==> config.mk <==
export PLATFORM = sky130hd
export DESIGN_NAME = dual_task_sequencer
export DESIGN_NICKNAME = d
export VERILOG_FILES = /design/src/rtl/seq_pkg.sv /design/src/rtl/seq_event_latch.sv /design/src/rtl/seq_rr_arb.sv /design/src/rtl/seq_task.sv /design/src/rtl/dual_task_sequencer.sv
export SDC_FILE = /design/constraint.sdc
export NUM_CORES = 1
export LEC_CHECK = 0
export ABC_AREA = 1
export BUFFER_PORTS_ARGS = -buffer_cell sky130_fd_sc_hd__buf_2
export CAP_MARGIN = 20
export CORE_MARGIN = 3
export CORE_UTILIZATION = 50
export CTS_CLUSTER_SIZE = 28
export DETAILED_ROUTE_END_ITERATION = 16
export GPL_TIMING_DRIVEN = 0
export PLACE_DENSITY = 0.72
export SLEW_MARGIN = 40
export SYNTH_ARGS = -nofsm -noshare
export SYNTH_HDL_FRONTEND = slang
export SYNTH_SLANG_ARGS = --single-unit
==> constraint.sdc <==
create_clock -name clk -period 2.3 [get_ports clk]
set_input_delay 0.345 -clock clk [delete_from_list [all_inputs] [get_ports clk]]
set_output_delay 0.345 -clock clk [all_outputs]
set_load 0.02 [all_outputs]
==> src/rtl/seq_pkg.sv <==
package seq_pkg;
  localparam int NUM_TASKS = 2;
  localparam int NUM_SIG   = 5;
  localparam int CMD_W     = 32;
  localparam int OPC_MSB   = 31;
  localparam int OPC_LSB   = 28;
  localparam int CND_MSB   = 21;
  localparam int CND_LSB   = 16;
  localparam int SIG_VBIT  = 8;

  typedef enum logic [3:0] {
    OP_STOP   = 4'd0,
    OP_LOAD   = 4'd1,
    OP_UPLOAD = 4'd2,
    OP_PAUSE  = 4'd3,
    OP_JUMP   = 4'd4,
    OP_SIGNAL = 4'd5
  } opcode_e;

  typedef enum logic [3:0] {
    S_IDLE, S_FETCH, S_RSP, S_EXEC, S_FETCH2, S_RSP2,
    S_REGW, S_REGR, S_MEMW, S_PAUSE
  } tstate_e;
endpackage

==> src/rtl/seq_event_latch.sv <==
module seq_event_latch #(
  parameter int W = 8
) (
  input  logic         clk,
  input  logic         rst_n,
  input  logic [W-1:0] ev_in,
  output logic [W-1:0] ev_flag
);
  logic [W-1:0] prev;
  logic [W-1:0] rise, fall;

  assign rise = ev_in & ~prev;
  assign fall = ~ev_in & prev;

  always_ff @(posedge clk) begin
    if (!rst_n) begin
      prev    <= '1;
      ev_flag <= '0;
    end else begin
      prev    <= ev_in;
      ev_flag <= rise | (ev_flag & ~fall);
    end
  end
endmodule

==> src/rtl/seq_rr_arb.sv <==
module seq_rr_arb #(
  parameter int N = 2,
  localparam int IW = (N > 1) ? $clog2(N) : 1
) (
  input  logic          clk,
  input  logic          rst_n,
  input  logic [N-1:0]  req,
  input  logic          ready,
  output logic [N-1:0]  gnt,
  output logic [IW-1:0] sel,
  output logic          any
);
  logic [IW-1:0] prio, lock_idx, pick;
  logic          locked, found;

  always_comb begin
    pick  = '0;
    found = 1'b0;
    for (int k = 0; k < N; k++) begin
      if (!found && req[(int'(prio) + k) % N]) begin
        found = 1'b1;
        pick  = IW'((int'(prio) + k) % N);
      end
    end
    sel = locked ? lock_idx : pick;
    any = locked | found;
    gnt = '0;
    if (any) gnt[sel] = 1'b1;
  end

  always_ff @(posedge clk) begin
    if (!rst_n) begin
      prio     <= '0;
      locked   <= 1'b0;
      lock_idx <= '0;
    end else if (any && ready) begin
      locked <= 1'b0;
      prio   <= (sel == IW'(N-1)) ? '0 : sel + 1'b1;
    end else if (any) begin
      locked   <= 1'b1;
      lock_idx <= sel;
    end
  end
endmodule

==> src/rtl/seq_task.sv <==
module seq_task
  import seq_pkg::*;
#(
  parameter int AW   = 16,
  parameter int RAW  = 8,
  parameter int TW   = 16,
  parameter int EV_W = 8
) (
  input  logic               clk,
  input  logic               rst_n,
  input  logic               start,
  input  logic [AW-1:0]      start_addr,
  input  logic [TW-1:0]      tmo_limit,
  input  logic [EV_W-1:0]    ev_flag,
  input  logic [NUM_SIG-1:0] sig_in,
  output logic               mem_req,
  output logic               mem_we,
  output logic [AW-1:0]      mem_addr,
  output logic [CMD_W-1:0]   mem_wdata,
  input  logic               mem_fire,
  input  logic               rsp_valid,
  input  logic [CMD_W-1:0]   rsp_data,
  output logic               reg_req,
  output logic               reg_we,
  output logic [RAW-1:0]     reg_addr,
  output logic [CMD_W-1:0]   reg_wdata,
  input  logic               reg_fire,
  input  logic [CMD_W-1:0]   reg_rdata,
  output logic               sig_we,
  output logic [2:0]         sig_idx,
  output logic               sig_val,
  output logic               en,
  output logic               tmo_flag
);
  tstate_e          state;
  logic [AW-1:0]    pc;
  logic [CMD_W-1:0] cmd, opnd, rd_val;
  logic [TW-1:0]    cnt;
  logic [3:0]       opc;
  logic             cond;
  logic [7:0]       sig_pad;
  logic [31:0]      ev_pad;

  assign opc = cmd[OPC_MSB:OPC_LSB];

  always_comb begin
    sig_pad = '0;
    sig_pad[NUM_SIG-1:0] = sig_in;
    ev_pad = '0;
    ev_pad[EV_W-1:0] = ev_flag;
    if (cmd[CND_MSB]) cond = sig_pad[cmd[CND_LSB+2:CND_LSB]];
    else              cond = ev_pad[cmd[CND_LSB+4:CND_LSB]];
  end

  always_comb begin
    en        = (state != S_IDLE);
    mem_req   = (state == S_FETCH) || (state == S_FETCH2) || (state == S_MEMW);
    mem_we    = (state == S_MEMW);
    mem_addr  = (state == S_MEMW) ? opnd[AW-1:0] : pc;
    mem_wdata = rd_val;
    reg_req   = (state == S_REGW) || (state == S_REGR);
    reg_we    = (state == S_REGW);
    reg_addr  = cmd[RAW-1:0];
    reg_wdata = opnd;
    sig_we    = (state == S_EXEC) && (opc == OP_SIGNAL);
    sig_idx   = cmd[2:0];
    sig_val   = cmd[SIG_VBIT];
  end

  always_ff @(posedge clk) begin
    if (!rst_n) begin
      state    <= S_IDLE;
      pc       <= '0;
      cmd      <= '0;
      opnd     <= '0;
      rd_val   <= '0;
      cnt      <= '0;
      tmo_flag <= 1'b0;
    end else begin
      case (state)
        S_IDLE: if (start) begin
          pc       <= start_addr;
          tmo_flag <= 1'b0;
          state    <= S_FETCH;
        end
        S_FETCH: if (mem_fire) begin
          pc    <= pc + 1'b1;
          state <= S_RSP;
        end
        S_RSP: if (rsp_valid) begin
          cmd   <= rsp_data;
          state <= S_EXEC;
        end
        S_EXEC: begin
          case (opc)
            OP_STOP:   state <= S_IDLE;
            OP_LOAD,
            OP_UPLOAD: state <= S_FETCH2;
            OP_PAUSE: begin
              cnt   <= '0;
              state <= S_PAUSE;
            end
            OP_JUMP: begin
              if (cond) pc <= cmd[AW-1:0];
              state <= S_FETCH;
            end
            default:   state <= S_FETCH;
          endcase
        end
        S_FETCH2: if (mem_fire) begin
          pc    <= pc + 1'b1;
          state <= S_RSP2;
        end
        S_RSP2: if (rsp_valid) begin
          opnd  <= rsp_data;
          state <= (opc == OP_LOAD) ? S_REGW : S_REGR;
        end
        S_REGW: if (reg_fire) state <= S_FETCH;
        S_REGR: if (reg_fire) begin
          rd_val <= reg_rdata;
          state  <= S_MEMW;
        end
        S_MEMW: if (mem_fire) state <= S_FETCH;
        S_PAUSE: begin
          if (cond) begin
            state <= S_FETCH;
          end else if ((tmo_limit != '0) && (cnt == tmo_limit - TW'(1))) begin
            tmo_flag <= 1'b1;
            state    <= S_IDLE;
          end else begin
            cnt <= cnt + 1'b1;
          end
        end
        default: state <= S_IDLE;
      endcase
    end
  end
endmodule

==> src/rtl/dual_task_sequencer.sv <==
module dual_task_sequencer
  import seq_pkg::*;
#(
  parameter int ADDR_W  = 16,
  parameter int RADDR_W = 8,
  parameter int TMO_W   = 16,
  parameter int EV_W    = 8
) (
  input  logic                          clk,
  input  logic                          rst_n,
  input  logic [NUM_TASKS-1:0]          task_start,
  input  logic [NUM_TASKS*ADDR_W-1:0]   start_addr,
  input  logic [NUM_TASKS*TMO_W-1:0]    tmo_limit,
  input  logic [EV_W-1:0]               event_in,
  output logic [NUM_TASKS-1:0]          task_en,
  output logic [NUM_TASKS-1:0]          task_timeout,
  output logic [NUM_SIG-1:0]            sig_out,
  output logic                          mem_valid,
  input  logic                          mem_ready,
  output logic                          mem_write,
  output logic [ADDR_W-1:0]             mem_addr,
  output logic [CMD_W-1:0]              mem_wdata,
  input  logic                          mem_rvalid,
  input  logic [CMD_W-1:0]              mem_rdata,
  output logic                          reg_valid,
  input  logic                          reg_ready,
  output logic                          reg_write,
  output logic [RADDR_W-1:0]            reg_addr,
  output logic [CMD_W-1:0]              reg_wdata,
  input  logic [CMD_W-1:0]              reg_rdata
);
  localparam int NT = NUM_TASKS;
  localparam int IW = (NT > 1) ? $clog2(NT) : 1;

  logic [EV_W-1:0]               ev_flag;
  logic [NT-1:0]                 t_mem_req, t_mem_we, t_mem_fire, t_rsp;
  logic [NT-1:0][ADDR_W-1:0]     t_mem_addr;
  logic [NT-1:0][CMD_W-1:0]      t_mem_wdata;
  logic [NT-1:0]                 t_reg_req, t_reg_we, t_reg_fire;
  logic [NT-1:0][RADDR_W-1:0]    t_reg_addr;
  logic [NT-1:0][CMD_W-1:0]      t_reg_wdata;
  logic [NT-1:0]                 t_sig_we, t_sig_val;
  logic [NT-1:0][2:0]            t_sig_idx;
  logic [NT-1:0]                 m_gnt, r_gnt, m_req;
  logic [IW-1:0]                 m_sel, r_sel, rd_owner;
  logic                          m_any, r_any, rd_pend;

  seq_event_latch #(.W(EV_W)) u_ev (
    .clk(clk), .rst_n(rst_n), .ev_in(event_in), .ev_flag(ev_flag)
  );

  for (genvar i = 0; i < NT; i++) begin : g_task
    seq_task #(.AW(ADDR_W), .RAW(RADDR_W), .TW(TMO_W), .EV_W(EV_W)) u_task (
      .clk       (clk),
      .rst_n     (rst_n),
      .start     (task_start[i]),
      .start_addr(start_addr[i*ADDR_W +: ADDR_W]),
      .tmo_limit (tmo_limit[i*TMO_W +: TMO_W]),
      .ev_flag   (ev_flag),
      .sig_in    (sig_out),
      .mem_req   (t_mem_req[i]),
      .mem_we    (t_mem_we[i]),
      .mem_addr  (t_mem_addr[i]),
      .mem_wdata (t_mem_wdata[i]),
      .mem_fire  (t_mem_fire[i]),
      .rsp_valid (t_rsp[i]),
      .rsp_data  (mem_rdata),
      .reg_req   (t_reg_req[i]),
      .reg_we    (t_reg_we[i]),
      .reg_addr  (t_reg_addr[i]),
      .reg_wdata (t_reg_wdata[i]),
      .reg_fire  (t_reg_fire[i]),
      .reg_rdata (reg_rdata),
      .sig_we    (t_sig_we[i]),
      .sig_idx   (t_sig_idx[i]),
      .sig_val   (t_sig_val[i]),
      .en        (task_en[i]),
      .tmo_flag  (task_timeout[i])
    );
    assign t_mem_fire[i] = m_gnt[i] & mem_ready;
    assign t_reg_fire[i] = r_gnt[i] & reg_ready;
    assign t_rsp[i]      = mem_rvalid & rd_pend & (rd_owner == IW'(i));
  end

  assign m_req = t_mem_req & {NT{~rd_pend}};

  seq_rr_arb #(.N(NT)) u_marb (
    .clk(clk), .rst_n(rst_n), .req(m_req), .ready(mem_ready),
    .gnt(m_gnt), .sel(m_sel), .any(m_any)
  );

  seq_rr_arb #(.N(NT)) u_rarb (
    .clk(clk), .rst_n(rst_n), .req(t_reg_req), .ready(reg_ready),
    .gnt(r_gnt), .sel(r_sel), .any(r_any)
  );

  always_comb begin
    mem_valid = m_any;
    mem_write = t_mem_we[m_sel];
    mem_addr  = t_mem_addr[m_sel];
    mem_wdata = t_mem_wdata[m_sel];
    reg_valid = r_any;
    reg_write = t_reg_we[r_sel];
    reg_addr  = t_reg_addr[r_sel];
    reg_wdata = t_reg_wdata[r_sel];
  end

  always_ff @(posedge clk) begin
    if (!rst_n) begin
      rd_pend  <= 1'b0;
      rd_owner <= '0;
    end else if (m_any && mem_ready && !mem_write) begin
      rd_pend  <= 1'b1;
      rd_owner <= m_sel;
    end else if (mem_rvalid) begin
      rd_pend  <= 1'b0;
    end
  end

  always_ff @(posedge clk) begin
    if (!rst_n) begin
      sig_out <= '0;
    end else begin
      for (int i = 0; i < NT; i++) begin
        if (t_sig_we[i] && (int'(t_sig_idx[i]) < NUM_SIG))
          sig_out[t_sig_idx[i]] <= t_sig_val[i];
      end
    end
  end
endmodule

---- Word level (Yosys, flattened, before mapping) ----
Cells that the tools add are included.
storage, ports and cells
  bits in registers ....................... 295
  input port bits ......................... 143
  output and inout bits ................... 101
  logic and storage cells ................. 315
cells by class
  add/sub/neg operators ................... 10
  order comparisons ....................... 18
  eq/ne operators ......................... 62
  muxes and demuxes ....................... 115
  bitwise gates (word level) .............. 24
  reductions and logical operators ........ 61
operator list
  cell                                                 count
  two-way mux 16 bit                                   18
  two-way mux 32 bit                                   4
  case mux 16 bit (3 select lines)                     2
  two-way mux 4 bit                                    20
  case mux 4 bit (10 select lines)                     2
  adder 16 x 1 -> 16 bit, second input constant        4
  case mux 16 bit (2 select lines)                     2
  equality test 4 x 3 -> 1 bit, second input constant  12
  two-way mux 1 bit                                    46
  equality test 16 bit                                 2
  equality test 4 x 2 -> 1 bit, second input constant  8
  != test 2 x 1 -> 1 bit, second input constant        16
  nonzero test 16 bit                                  2
  subtractor 16 x 1 -> 16 bit, second input constant   2
  != test 2 bit, second input constant                 14
  AND 8 bit                                            3
  inverter 8 bit                                       3
  case mux 4 bit (3 select lines)                      2
  AND reduction 9 bit                                  2
  equality test 4 x 1 -> 1 bit, second input constant  4
  equality test 4 bit, second input constant           4
  logical NOT 4 bit                                    4
  < comparator 3 x 4 -> 1 bit, second input constant   4
  two-way mux 8 bit                                    2
  32 further kinds                                     108

---- Logic depth before layout (Yosys ltp) ----
  depth after elaboration ................. 19
  gate-level depth with buffers ........... 19

---- Cells and area by module ----
From an unflattened synthesis, not the netlist that was laid out.
second synthesis, totals
  cells, all modules ...................... 2440
  area, all modules ....................... 16280.6 µm²
modules (own cells, without submodules)
  module                        times used  cells each  area each (µm²)  sequential area each (µm²)
  seq_task at g_task[0].u_task  1           1009        6775.2           2542.4
  seq_task at g_task[1].u_task  1           1013        6759.0           2542.4
  dual_task_sequencer           1           299         1854.3           140.1
  seq_event_latch               1           65          544.3            320.3
  seq_rr_arb                    2           27          173.9            60.1

---- Worst setup path after synthesis ----
Ideal clock, no wire load.
  path kind ............................... flip-flop to output port
  start ................................... register g_task[1].u_task.state[3]
  end ..................................... output mem_wdata[0]
  arrival ................................. 1.796 ns
  required time ........................... 1.955 ns
  slack ................................... 0.159 ns
  stages on the path, launching flop included .. 13
  buffers on the path ..................... 2
  cell sequence ........................... dfxtp_1 -> inv_2 -> nor2_2 -> nand2_1 -> nand3_2 -> nand2_1 -> a21oi_1 -> nand2_1 -> nand2_4 -> buf_2 -> buf_2 -> nand2_1 -> o21ai_0
between the ends
  longest elaborated chain between the ends .. 13
ends and longest elaborated chain
  element                                                                              line                        source
  from (decl)                                                                          seq_task.sv:35              tstate_e state;
  from (signal assigned)                                                               seq_task.sv:116             state <= (opc == OP_LOAD) ? S_REGW : S_REGR;
  equality test 4 x 1 -> 1 bit / equality test 4 x 3 -> 1 bit (equally long branches)  seq_task.sv:57              mem_req = (state == S_FETCH) || (state == S_FETCH2) || (state == S_MEMW);
  logical OR 1 bit                                                                     seq_task.sv:57
  logical OR 1 bit (*)                                                                 seq_task.sv:57
  AND 2 bit (*)                                                                        dual_task_sequencer.sv:85   assign m_req = t_mem_req & {NT{~rd_pend}};
  two-way mux 1 bit (not written as such) (2 in a row)                                 seq_rr_arb.sv:20            if (!found && req[(int'(prio) + k) % N]) begin
  two-way mux 1 bit                                                                    seq_rr_arb.sv:20
  logical NOT 1 bit                                                                    seq_rr_arb.sv:20
  logical AND 1 bit                                                                    seq_rr_arb.sv:20
  two-way mux 1 bit (*)                                                                seq_rr_arb.sv:20
  two-way mux 1 bit (*)                                                                seq_rr_arb.sv:25            sel = locked ? lock_idx : pick;
  two-way mux 32 bit (not written as such) (*) (2 in a row)                            dual_task_sequencer.sv:101  mem_wdata = t_mem_wdata[m_sel];
  to (decl)                                                                            dual_task_sequencer.sv:22   output logic [CMD_W-1:0] mem_wdata,
Every way passes the cells marked *; elsewhere a longest branch is shown, timed or not. The select of a mux whose other input is x is not followed.

---- Worst setup path in the final report ----
  start ................................... register g_task[1].u_task.state[0]
  end ..................................... output mem_addr[4]
between the ends
  longest elaborated chain between the ends .. 13
ends and longest elaborated chain
  element                                                                              line                        source
  equality test 4 x 1 -> 1 bit / equality test 4 x 3 -> 1 bit (equally long branches)  seq_task.sv:57
  logical OR 1 bit (2 in a row)                                                        seq_task.sv:57
  AND 2 bit                                                                            dual_task_sequencer.sv:85
  two-way mux 1 bit (not written as such) (2 in a row)                                 seq_rr_arb.sv:20
  two-way mux 1 bit                                                                    seq_rr_arb.sv:20
  logical NOT 1 bit                                                                    seq_rr_arb.sv:20
  logical AND 1 bit                                                                    seq_rr_arb.sv:20
  two-way mux 1 bit                                                                    seq_rr_arb.sv:20
  two-way mux 1 bit                                                                    seq_rr_arb.sv:25
  two-way mux 16 bit (not written as such) (*) (2 in a row)                            dual_task_sequencer.sv:100  mem_addr = t_mem_addr[m_sel];
  to (decl)                                                                            dual_task_sequencer.sv:21   output logic [ADDR_W-1:0] mem_addr,
Marked as above.

==> impl_metrics.toml <==
[outcome]
status = "finished with violations"
violations = "negative setup slack"

[worst_setup_path]
worstReg2RegStart = "g_task[1].u_task.state[0]"
ff2ff_path_depth = 18
reg2reg_slack_ps = -80
critical_path.cell_chain = "nor2_4, nand2_2, nand3_4, nand2_4, a21oi_2, nand2_2, nand2_4, buf_12, buf_12, o211ai_1, o21ai_2, buf_6"
path_max_fanout = 6
crit_arrival_ps = 2500
path_class = "register to output port"
r2r_end = "g_task[1].u_task.pc[14]"
crit_slowest_cell = "dfxtp_4"
critPathMaxStageDelay_ps = 380
required_ps = 1960
cp-start-kind = "register"
crit_path_end_kind = "output port"

[clock_network]
cts_buffer_depth = 3
htreeDepth = 1
cts.clk_slew.worst_paths_ps = 70
cts_root_buffer = "clkbuf_16"
cts_tree = "yes"
numCtsBuffers = 31
clock_latency_ps = 590
cts.sinks = 283

[timing]
fmax_ghz = 0.3510
worst_pin_slew_ps = 913.4
finClkSkew_ps = 17.66
period_share_pct = 123.9
hold_viol = 0
tns_ps = -38460
maxSlewViolCount = 0
fin_ws_ps = -548.8
rsz0062_at_grt = "yes"
setup_viol_count_final = 103
layout_min_cycle_time_ps = 2849
max-slew-margin-rel_pct = 39.10

[placement]
io_buffers = 242
post_dp_cell_area_um2 = 17240
hpwl_um = 41750
routabilityCongestion = 0.9905

[detailed_routing]
wl_met2_um = 27620
wl_met3_um = 4954
vias = 18170
vias_per_cell = 5.704
drt_iter0_drc = 1522
top_layer = "met5"
ant_nets = 0
remaining_drc_errors = 0
wire_per_inst_um = 18.64
first_pass_iters = 8
totalWireLength_um = 59360
met1_length_um = 23500

[synth]
yosysMostFrequentCell = "nand2_1"
yosys_most_used_dff = "dfxtp_1"
ys_ff_latch = 283
async_flop_share_pct = 0
synth_nets = 2560
synth_area_um2 = 15530
synth_edf_count = 0
synth_area_leader_cell = "dfxtp_1"
synth_warnings = 0
synth.cells.most_frequent = "493 x nand2_1, 409 x nor2_1, 314 x o21ai_0"
seq_area_frac_synth_pct = 36.47
syn_inst = 2411
synth_cell_types = 47
syn_area_per_cell_um2 = 6.443
synth_area_leaders = "dfxtp_1 36%, nand2_1 12%, o21ai_0 10%, nor2_1 9.9%, a21oi_1 5.2%"
synth_top_area_share_pct = 36.47

[power_and_ir_drop]
pwr_density_cell_nw_per_um2 = 955.2
vdd_ir_drop_max_mv = 0.8716
p_seq_share_pct = 28.2
power.internal_mw = 12.09
p_leak_nw = 9.269
clock_power_share_pct = 25.8
combinationalPowerShare_pct = 46.0
switching_share_pct = 40.37
p_switching_mw = 8.185

[floorplan]
die-area_um2 = 33220
die_y_um = 182.3
rows = 63
initial_core_util_pct = 51.59
core-area_um2 = 30110
die_w_um = 182.3
io_pins = 244

[global_route]
grt_pass1_vias = 17080
grt_overflow = 0
grt_max_degree = 17
grt_pass1_wl_um = 89000
antenna_found_initial = 4
track_usage_pct = 32.91

[finish]
nets = 2917
post-route-cell-area_um2 = 21220
syn2layout_area_growth_pct = 36.61
drive_above_1_share_pct = 25.04

[flow_run]
drv_cap = 0

[min_path]
hold_class = "input pin to register"
hp-start = "reg_rdata[18]"
min_to = "g_task[1].u_task.mem_wdata[18]"
min_path_cells = 3
state kept, by name, summed over array words and instances (netlist names), 2 cells and up:
register / cells
g_task.u_task.state: 8
u_ev.ev_flag: 8
u_ev.prev: 8
g_task.u_task.cmd: 52
g_task.u_task.tmo_flag: 2
g_task.u_task.mem_wdata: 64
g_task.u_task.cnt: 32
g_task.u_task.reg_wdata: 64
g_task.u_task.pc: 32
sig_out: 5
area by class of cell:
class | instances | area, um2
flip-flops and latches | 283 | 5693
diodes | 3 | 7.507
fillers | 2511 | 8889
clock buffers | 44 | 904.6
repair buffers | 324 | 2606
plain buffers | 116 | 807.0
well taps | 390 | 488.0
multi-input cells | 1786 | 9667
inverters | 226 | 884.6
clock inverters | 13 | 165.2
logic make-up after synthesis:
group,synth area share (%)
fa+ha+maj,0.4832
simple gates,32.69
xor+xnor,2.819
compound gates,18.63
flops,36.47
buf+inv,8.908
worst max path at each step:
stage / startpoint / to / cells past startpoint
after CTS: g_task[1].u_task.state[3] / mem_addr[8] / 12
after global placement: g_task[1].u_task.state[2] / reg_addr[4] / 9
after global routing: g_task[1].u_task.state[0] / mem_wdata[1] / 13
final: g_task[1].u_task.state[0] / mem_addr[4] / 12
after floorplan: g_task[1].u_task.state[3] / mem_wdata[0] / 12
after detailed placement: g_task[1].u_task.state[2] / reg_addr[4] / 9
metrics by stage:
step                      worst slack (ps)  power [mW]  hold slack, ps  util (%)  std cells
after global placement              -495.8       11.58           388.5     57.23       3043
after floorplan                      159.5       9.713           382.7         -       2411
after global routing                -598.8       21.03           37.93     70.48       3185
after CTS                           -490.5       18.58           12.45     67.08       3158
after detailed placement            -501.1       11.65           399.0     57.24       3043
final                               -548.8       20.27           17.80     70.48       3185
per-layer routing:
metal  vias up  track usage [%]
met5         -                0
met4         2            15.14
met3       233            5.083
met2       928            55.26
met1      8397            41.67
li1       8608                -
power groups by stage:
stage | clock, mW | combinational, mW | sequential [mW]
floorplan | 0 | 4.11 | 5.60
global placement | 0 | 5.86 | 5.71
detailed placement | 0 | 5.93 | 5.72
CTS | 5.24 | 7.69 | 5.65
global route | 5.42 | 9.87 | 5.74
finish | 5.23 | 9.33 | 5.71
cells in the final DEF (no fill, tap or decap), drive strengths merged:
master,netlist,routed
a2111o,1,1
dlygate4sd3,0,14
o21bai,1,1
clkinvlp,0,4
nor3,41,41
clkbuf,83,127
nand3b,8,8
nor3b,3,3
diode,0,3
a221oi,9,9
ha,6,6
bufinv,0,3
o21ai,317,317
a31oi,3,3
o211ai,29,29
xnor2,7,7
dfxtp,283,283
nand3,149,149
a21oi,166,166
nand4,21,21
o221ai,3,3
a211oi,2,2
nor2,428,428
buf,34,343
clkinv,2,9
a21o,2,2
o22ai,2,2
or2,15,15
and3,2,2
nand2,513,514
a32o,2,2
xor2,43,43
o31ai,1,1
nor4,10,10
a311oi,1,1
inv,224,223
critical path, delay by kind of cell (launching register included):
kind,cells,cell delay [ps]
buffers and inverters,3,440
AND/OR/NAND/NOR,6,730
AO/OA/AOI/OAI,3,360
flip-flops,1,380
what timing repair did:
| action | 4_1_cts | 5_1_grt |
|---|---|---|
| hold buffers | 14 | 0 |
| pin swaps | 21 | 34 |
| cloned | 9 | 5 |
| gates resized for setup | 414 | 272 |
| endpoints found under the setup margin | 115 | 242 |
| hold endpoints to repair | 15 | 0 |
| buffers inserted | 35 | 26 |
(Power assumes the default switching activity.)
